## src/rtl/dmvc_pkg.sv

```systemverilog
package dmvc_pkg;
  typedef enum logic [1:0] {
    ST_IDLE  = 2'd0,
    ST_FETCH = 2'd1,
    ST_WRITE = 2'd2
  } dmvc_state_e;
endpackage

```

## src/rtl/dmvc_main.sv

```systemverilog
module dmvc_main #(
  parameter int IDX_W  = 3,
  parameter int TAG_W  = 5,
  parameter int LINE_W = 128
) (
  input  logic              clk,
  input  logic              rst_n,
  input  logic [IDX_W-1:0]  rd_idx,
  output logic              rd_valid,
  output logic [TAG_W-1:0]  rd_tag,
  output logic [LINE_W-1:0] rd_line,
  input  logic              wr_en,
  input  logic [IDX_W-1:0]  wr_idx,
  input  logic [TAG_W-1:0]  wr_tag,
  input  logic [LINE_W-1:0] wr_line
);
  localparam int SETS = 1 << IDX_W;

  logic [SETS-1:0]   valid_q;
  logic [TAG_W-1:0]  tag_q  [SETS];
  logic [LINE_W-1:0] line_q [SETS];

  assign rd_valid = valid_q[rd_idx];
  assign rd_tag   = tag_q[rd_idx];
  assign rd_line  = line_q[rd_idx];

  always_ff @(posedge clk) begin
    if (!rst_n) begin
      valid_q <= '0;
    end else if (wr_en) begin
      valid_q[wr_idx] <= 1'b1;
      tag_q[wr_idx]   <= wr_tag;
      line_q[wr_idx]  <= wr_line;
    end
  end
endmodule

```

## src/rtl/dmvc_victim.sv

```systemverilog
module dmvc_victim #(
  parameter int LADDR_W = 8,
  parameter int LINE_W  = 128,
  parameter int N       = 4
) (
  input  logic               clk,
  input  logic               rst_n,
  input  logic [LADDR_W-1:0] lk_laddr,
  output logic               hit,
  output logic [$clog2(N)-1:0] hit_slot,
  output logic [LINE_W-1:0]  hit_line,
  output logic [$clog2(N)-1:0] repl_slot,
  input  logic               wr_en,
  input  logic [$clog2(N)-1:0] wr_slot,
  input  logic               wr_valid,
  input  logic [LADDR_W-1:0] wr_laddr,
  input  logic [LINE_W-1:0]  wr_line,
  input  logic               wr_touch
);
  localparam int SLOT_W = $clog2(N);

  logic [N-1:0]       v_q;
  logic [LADDR_W-1:0] la_q  [N];
  logic [LINE_W-1:0]  ln_q  [N];
  logic [SLOT_W-1:0]  age_q [N];
  logic [N-1:0]       hit_vec;
  logic [N-1:0]       age_seen;

  for (genvar g = 0; g < N; g++) begin : g_cmp
    assign hit_vec[g] = v_q[g] && (la_q[g] == lk_laddr);
  end

  always_comb begin
    hit_slot = '0;
    for (int i = 0; i < N; i++)
      if (hit_vec[i]) hit_slot = i[SLOT_W-1:0];
  end
  assign hit      = |hit_vec;
  assign hit_line = ln_q[hit_slot];

  // replacement choice: lowest free slot, else the oldest entry
  always_comb begin
    logic found;
    found     = 1'b0;
    repl_slot = '0;
    for (int i = 0; i < N; i++)
      if (!found && !v_q[i]) begin
        repl_slot = i[SLOT_W-1:0];
        found     = 1'b1;
      end
    if (!found)
      for (int i = 0; i < N; i++)
        if (age_q[i] == SLOT_W'(N-1)) repl_slot = i[SLOT_W-1:0];
  end

  always_ff @(posedge clk) begin
    if (!rst_n) begin
      v_q <= '0;
      for (int i = 0; i < N; i++) age_q[i] <= SLOT_W'(i);
    end else if (wr_en) begin
      v_q[wr_slot]  <= wr_valid;
      la_q[wr_slot] <= wr_laddr;
      ln_q[wr_slot] <= wr_line;
      if (wr_touch)
        for (int j = 0; j < N; j++) begin
          if (j == int'(wr_slot))            age_q[j] <= '0;
          else if (age_q[j] < age_q[wr_slot]) age_q[j] <= age_q[j] + 1'b1;
        end
    end
  end

  always_comb begin
    age_seen = '0;
    for (int i = 0; i < N; i++) age_seen[age_q[i]] = 1'b1;
  end


  vb_single_match_chk: assert property (@(posedge clk) disable iff (!rst_n)
    $onehot0(hit_vec));

  vb_age_perm_chk: assert property (@(posedge clk) disable iff (!rst_n)
    age_seen == {N{1'b1}});
endmodule

```

## src/rtl/dmvc_cache.sv

```systemverilog
module dmvc_cache #(
  parameter int ADDR_W = 10,
  parameter int DATA_W = 32,
  parameter int OFF_W  = 2,
  parameter int IDX_W  = 3,
  parameter int VB_N   = 4
) (
  input  logic                          clk,
  input  logic                          rst_n,
  input  logic                          cpu_req,
  input  logic                          cpu_we,
  input  logic [ADDR_W-1:0]             cpu_addr,
  input  logic [DATA_W-1:0]             cpu_wdata,
  output logic [DATA_W-1:0]             cpu_rdata,
  output logic                          cpu_ready,
  output logic                          mem_req,
  output logic                          mem_we,
  output logic [ADDR_W-1:0]             mem_addr,
  output logic [DATA_W-1:0]             mem_wdata,
  input  logic [DATA_W*(1<<OFF_W)-1:0]  mem_rdata,
  input  logic                          mem_ack
);
  import dmvc_pkg::*;

  localparam int WPL     = 1 << OFF_W;
  localparam int LINE_W  = DATA_W * WPL;
  localparam int TAG_W   = ADDR_W - OFF_W - IDX_W;
  localparam int LADDR_W = ADDR_W - OFF_W;
  localparam int SLOT_W  = $clog2(VB_N);

  function automatic logic [DATA_W-1:0] word_of(input logic [LINE_W-1:0] ln,
                                                input logic [OFF_W-1:0] o);
    return ln[int'(o)*DATA_W +: DATA_W];
  endfunction

  function automatic logic [LINE_W-1:0] word_put(input logic [LINE_W-1:0] ln,
                                                 input logic [OFF_W-1:0] o,
                                                 input logic [DATA_W-1:0] d);
    logic [LINE_W-1:0] r;
    r = ln;
    r[int'(o)*DATA_W +: DATA_W] = d;
    return r;
  endfunction

  dmvc_state_e state_q, state_d;

  logic [OFF_W-1:0]   a_off;
  logic [IDX_W-1:0]   a_idx;
  logic [TAG_W-1:0]   a_tag;
  logic [LADDR_W-1:0] a_laddr;
  assign a_off   = cpu_addr[OFF_W-1:0];
  assign a_idx   = cpu_addr[OFF_W +: IDX_W];
  assign a_tag   = cpu_addr[ADDR_W-1 -: TAG_W];
  assign a_laddr = cpu_addr[ADDR_W-1:OFF_W];

  logic              m_valid;
  logic [TAG_W-1:0]  m_tag;
  logic [LINE_W-1:0] m_line;
  logic              m_wr_en;
  logic [TAG_W-1:0]  m_wr_tag;
  logic [LINE_W-1:0] m_wr_line;

  logic              v_hit;
  logic [SLOT_W-1:0] v_hit_slot, v_repl_slot, v_wr_slot;
  logic [LINE_W-1:0] v_hit_line, v_wr_line;
  logic              v_wr_en, v_wr_valid, v_wr_touch;
  logic [LADDR_W-1:0] v_wr_laddr;

  dmvc_main #(.IDX_W(IDX_W), .TAG_W(TAG_W), .LINE_W(LINE_W)) main_i (
    .clk(clk), .rst_n(rst_n),
    .rd_idx(a_idx), .rd_valid(m_valid), .rd_tag(m_tag), .rd_line(m_line),
    .wr_en(m_wr_en), .wr_idx(a_idx), .wr_tag(m_wr_tag), .wr_line(m_wr_line)
  );

  dmvc_victim #(.LADDR_W(LADDR_W), .LINE_W(LINE_W), .N(VB_N)) vb_i (
    .clk(clk), .rst_n(rst_n),
    .lk_laddr(a_laddr), .hit(v_hit), .hit_slot(v_hit_slot), .hit_line(v_hit_line),
    .repl_slot(v_repl_slot),
    .wr_en(v_wr_en), .wr_slot(v_wr_slot), .wr_valid(v_wr_valid),
    .wr_laddr(v_wr_laddr), .wr_line(v_wr_line), .wr_touch(v_wr_touch)
  );

  // named events for assertions
  logic main_hit, ev_rd_hit, ev_swap, ev_miss, ev_fill, ev_wr_done;
  assign main_hit   = m_valid && (m_tag == a_tag);
  assign ev_rd_hit  = (state_q == ST_IDLE) && cpu_req && !cpu_we && main_hit;
  assign ev_swap    = (state_q == ST_IDLE) && cpu_req && !cpu_we && !main_hit && v_hit;
  assign ev_miss    = (state_q == ST_IDLE) && cpu_req && !cpu_we && !main_hit && !v_hit;
  assign ev_fill    = (state_q == ST_FETCH) && mem_ack;
  assign ev_wr_done = (state_q == ST_WRITE) && mem_ack;

  always_comb begin
    state_d    = state_q;
    m_wr_en    = 1'b0;
    m_wr_tag   = a_tag;
    m_wr_line  = m_line;
    v_wr_en    = 1'b0;
    v_wr_slot  = v_hit_slot;
    v_wr_valid = 1'b1;
    v_wr_laddr = {m_tag, a_idx};
    v_wr_line  = m_line;
    v_wr_touch = 1'b0;
    unique case (state_q)
      ST_IDLE: begin
        if (cpu_req && cpu_we) state_d = ST_WRITE;
        else if (ev_miss)      state_d = ST_FETCH;
        if (ev_swap) begin
          m_wr_en    = 1'b1;
          m_wr_line  = v_hit_line;
          v_wr_en    = 1'b1;
          v_wr_valid = m_valid;
          v_wr_touch = 1'b1;
        end
      end
      ST_FETCH: if (mem_ack) begin
        state_d    = ST_IDLE;
        m_wr_en    = 1'b1;
        m_wr_line  = mem_rdata;
        v_wr_en    = m_valid;
        v_wr_slot  = v_repl_slot;
        v_wr_touch = 1'b1;
      end
      ST_WRITE: if (mem_ack) begin
        state_d = ST_IDLE;
        if (main_hit) begin
          m_wr_en   = 1'b1;
          m_wr_line = word_put(m_line, a_off, cpu_wdata);
        end else if (v_hit) begin
          v_wr_en    = 1'b1;
          v_wr_laddr = a_laddr;
          v_wr_line  = word_put(v_hit_line, a_off, cpu_wdata);
        end
      end
      default: state_d = ST_IDLE;
    endcase
  end

  always_ff @(posedge clk) begin
    if (!rst_n) state_q <= ST_IDLE;
    else        state_q <= state_d;
  end

  assign cpu_ready = ev_rd_hit || ev_wr_done;
  assign cpu_rdata = word_of(m_line, a_off);
  assign mem_req   = (state_q != ST_IDLE);
  assign mem_we    = (state_q == ST_WRITE);
  assign mem_addr  = (state_q == ST_WRITE) ? cpu_addr : {a_laddr, {OFF_W{1'b0}}};
  assign mem_wdata = cpu_wdata;


  excl_line_chk: assert property (@(posedge clk) disable iff (!rst_n)
    (state_q == ST_IDLE && cpu_req) |-> !(main_hit && v_hit));

  memreq_hold_chk: assert property (@(posedge clk) disable iff (!rst_n)
    (mem_req && !mem_ack) |=> (mem_req && $stable(mem_addr) && $stable(mem_we)));

  hit_nomem_chk: assert property (@(posedge clk) disable iff (!rst_n)
    (cpu_ready && !cpu_we) |-> !mem_req);

  swap_nomem_chk: assert property (@(posedge clk) disable iff (!rst_n)
    ev_swap |=> (!mem_req && m_valid));

  wr_through_chk: assert property (@(posedge clk) disable iff (!rst_n)
    (cpu_ready && cpu_we) |-> (mem_req && mem_we && mem_ack));

  reset_idle_chk: assert property (@(posedge clk)
    $rose(rst_n) |-> (!mem_req && !cpu_ready));
endmodule

```

## config.mk

```make
export PLATFORM = sky130hd
export DESIGN_NAME = dmvc_cache
export DESIGN_NICKNAME = d
export VERILOG_FILES = /design/src/rtl/dmvc_pkg.sv /design/src/rtl/dmvc_main.sv /design/src/rtl/dmvc_victim.sv /design/src/rtl/dmvc_cache.sv
export SDC_FILE = /design/constraint.sdc
export NUM_CORES = 2
export LEC_CHECK = 0
export BUFFER_PORTS_ARGS = -buffer_cell sky130_fd_sc_hd__buf_4
export CAP_MARGIN = 40
export CORE_UTILIZATION = 45
export CTS_BUF_LIST = sky130_fd_sc_hd__clkbuf_8
export CTS_CLUSTER_SIZE = 12
export DETAILED_ROUTE_END_ITERATION = 12
export SLEW_MARGIN = 0
export SYNTH_ARGS = -nofsm -noshare
export SYNTH_HDL_FRONTEND = slang
export SYNTH_SLANG_ARGS = --single-unit
```

## constraint.sdc

```tcl
create_clock -name clk -period 39.2 [get_ports clk]
set_clock_uncertainty 0.2 [all_clocks]
set_input_delay 7.84 -clock clk [delete_from_list [all_inputs] [get_ports clk]]
set_output_delay 7.84 -clock clk [all_outputs]
set_load 0.02 [all_outputs]
```

==> key figures <==
Global routing
  • Initial antenna violation count: 11
  • Total congestion overflow: 0
  • Vias in the first global route: between 40000 and 50000
  • Largest net degree at the start of global routing: approximately 120
  • Total GRT Usage: approximately a third
  • First-pass GRT wire length: 346.7 mm

Yosys
  • Primary FF master, synth: edfxtp_1
  • Synthesized net count: 5182
  • Cell area after synthesis: around 70000 um^2
  • Post-Synth Simple-Gate Area: under 10%
  • Compound-cell area share of the yosys netlist: ~16%
  • Synth Area in XOR/XNOR: less than 1%
  • Yosys reg bits: approximately 1600
  • FFs w/ async S/R, synth: 0%
  • Post-synthesis adder-cell area fraction: less than 1%
  • Largest family of logic cells by synthesized area: compound AO/OA/AOI/OAI gates
  • Post-Syn Instances: between 4000 and 5000
  • Synthesized area per cell: approximately 14 um^2
  • EDFF count, synth: approximately 1600
  • Register area share after synthesis: a little over two thirds
  • Ys Warns: 0
  • Multiplexer share of the synthesized area: between 3 and 4%
  • Yosys cell types: 82

Clocking
  • Hold Buf Count CTS: 0
  • Clk buf depth: 4
  • CTS resizes: 0
  • Post-CTS Setup Repair Bufs: 0
  • Root buf cell: clkbuf_8
  • Worst-path clk slew: ~0.05 ns
  • Insertion delay to the later sink of the worst-skew pair: just over 1 ns
  • CTS H-Tree Depth: 5
  • CTS Buf Count: roughly 280
  • CTS tree: done
  • Clock tree sinks: 1630

Job
  • Max Cap Violations: 0

Critical path
  • Worst Path Max Fanout: 45
  • CP Capture Point: cpu_rdata[24]
  • Critical Path RT: about 31 ns
  • R2R Setup Slk: between 30 and 40 ns
  • Crit path largest cell delay: approximately 0.74 ns
  • Crit path from: cpu_addr[4]
  • Most used cell, CP: buf_4
  • Crit. End Element: primary output
  • Critical setup path kind: primary input to primary output
  • R2R depth: 12
  • Worst path cell trace: buf_4, buf_4, nor3_2, buf_4, buf_4, buf_4, a22oi_1, and4_1, nand2_1, o21ai_0, o21ai_1, buf_6, buf_4
  • Arr. time, crit path: ~12 ns
  • Slowest-stage cell, CP: buf_4
  • Worst flop-to-flop path endpoint: main_i.line_q[4][30]
  • Worst r2r src: main_i.tag_q[7][0]
  • Startpoint Class: primary input

Timing
  • Final worst-path cycle share: 52.21%
  • Slew HR: between 20% and 30%
  • Fin. Hold Viols: 0
  • RSZ-0062 raised after global routing: false
  • Post-route setup TNS: 0 ns
  • Worst-Margin Slew: about 1.1 ns
  • Final setup violation count: 0
  • F_max: between 40 and 50 MHz
  • Final slew viol count: 0
  • Fin crit period: about 20 ns

Placement
  • IO buf count: about 250
  • Hpwl dp: 144.2 mm
  • Routability cong.: a little under 0.9

Floorplan
  • DIE HEIGHT: between 300 and 400 um
  • Initial Util: a little under half
  • Die X: 394.0 um
  • Die ar.: 155200 um^2
  • Site Rows: 143
  • # IOs: approximately 250
  • Area of the core: 152300 um^2

Finish
  • Layout cells sized above 1: between 10% and 20%
  • Syn-to-layout area delta: 12.83%
  • Nets: about 5400
  • Final Util: between 50 and 60%
  • Commonest non-fill, non-tap cell in the layout: edfxtp_1
  • Most frequent cells in the layout: edfxtp_1, a22oi_1, a21oi_1, buf_4, nand2_1

Route
  • Pre-antenna DRT Iters: 6
  • DRT antenna net count: 0
  • Vias/cell: about 6.6
  • Routed WL: approximately 250 mm
  • Drt wl/cell: between 30 and 40 um
  • Number of DRC markers in iteration 0: roughly 6700
  • Routed via count: approximately 49000
  • DR DRC count: 0

Power and ir drop
  • Power density cells: around 47 nW/um^2
  • Leak pwr: approximately 25 nW
  • Max IR drop VDD: roughly 0.039 mV

Hold path
  • Min-Delay Path Class: flip-flop to flip-flop

Run status
  • Status: finished, final reports clean
==> sequential cells by signal, summed over array words and instances (netlist names) <==
signal	cells
main_i.line_q	1024
state_q	2
vb_i.v_q	4
vb_i.ln_q	512
main_i.tag_q	40
main_i.valid_q	8
vb_i.age_q	8
vb_i.la_q	32
==> per-layer routing <==
layer	track usage, %	vias to the layer above	part of all wire, %
li1	-	20370	-
met1	41.85	24490	38
met2	47.89	3427	45
met3	7.618	623	11
met4	15.97	14	5.4
met5	0.1847	-	0.041
==> synthesized netlist by cell type, types with 29 or more instances <==
cell type / count / area [um^2]
buf_4: 42 / 315.3
o221ai_1: 29 / 254.0
a21oi_1: 359 / 1797
a211oi_1: 98 / 735.7
nor2_1: 304 / 1141
edfxtp_1: 1616 / 48530
a221oi_1: 52 / 455.4
nor3_1: 85 / 425.4
and4_1: 61 / 534.3
o211ai_1: 93 / 698.2
mux2i_1: 153 / 1531
clkbuf_1: 271 / 1017
a22oi_1: 510 / 3829
buf_1: 36 / 135.1
nand4_1: 87 / 544.3
nand2_1: 348 / 1306
a21o_1: 37 / 277.8
o21ai_0: 348 / 1742
buf_2: 72 / 360.4
o22ai_1: 29 / 181.4
==> where the power goes <==
group          total, mW  internal [mW]  switching [mW]
Sequential          1.97           1.97         0.00136
Combinational      0.337         0.0871           0.250
Clock               1.34          0.675           0.667
Total               3.65           2.73           0.918
==> cells by family after synthesis <==
logic type                 after synthesis
AOI/OAI and AO/OA                     1693
xor gates and xnor gates                34
adders and majority gates               12
buffers and inverters                  450
DFF                                   1630
muxes                                  198
and+or+nand+nor                        978
==> critical path, delay by kind of cell <==
kind	cells	cell delay [ns]
AO/OA/AOI/OAI	3	0.83
AND/OR/NAND/NOR	3	0.52
buffers and inverters	7	2.99
==> through the flow <==
| stage | hold slack (ns) | setup WS [ns] | cell area [um^2] | power, mW | instances |
|---|---|---|---|---|---|
| floorplan | 0.2208 | 15.73 | 69150 | 2.182 | 4995 |
| global placement | 0.2322 | 18.51 | 72910 | 2.327 | 6960 |
| detailed placement | 0.2405 | 18.92 | 73380 | 2.336 | 6988 |
| CTS | 0.2528 | 18.90 | 78010 | 3.657 | 7443 |
| global route | 0.2633 | 18.73 | 78010 | 3.754 | 7446 |
| finish | 0.2505 | 18.73 | 78020 | 3.652 | 7448 |
==> how the worst min path moves through the flow <==
stage,startpoint,to,slack (ns),depth (start not counted)
2_1_floorplan,main_i.valid_q[1],main_i.valid_q[1],0.22,1
3_3_place_gp,main_i.valid_q[5],main_i.valid_q[5],0.23,1
3_5_place_dp,main_i.valid_q[3],main_i.valid_q[3],0.24,1
4_1_cts,main_i.valid_q[3],main_i.valid_q[3],0.25,1
5_1_grt,main_i.valid_q[1],main_i.valid_q[1],0.26,1
6_report,main_i.valid_q[0],main_i.valid_q[0],0.25,1
==> area by class of cell <==
| type | count | area (um^2) |
|---|---|---|
| multi-input combinational | 2915 | 18630 |
| tap | 2030 | 2540 |
| timing repair buffer | 391 | 3319 |
| inverter | 22 | 82.58 |
| fill | 12760 | 74240 |
| antenna | 5 | 12.51 |
| clock inverter | 169 | 691.9 |
| clock buffer | 286 | 3936 |
| sequential | 1630 | 48810 |
(Power assumes the default switching activity.)
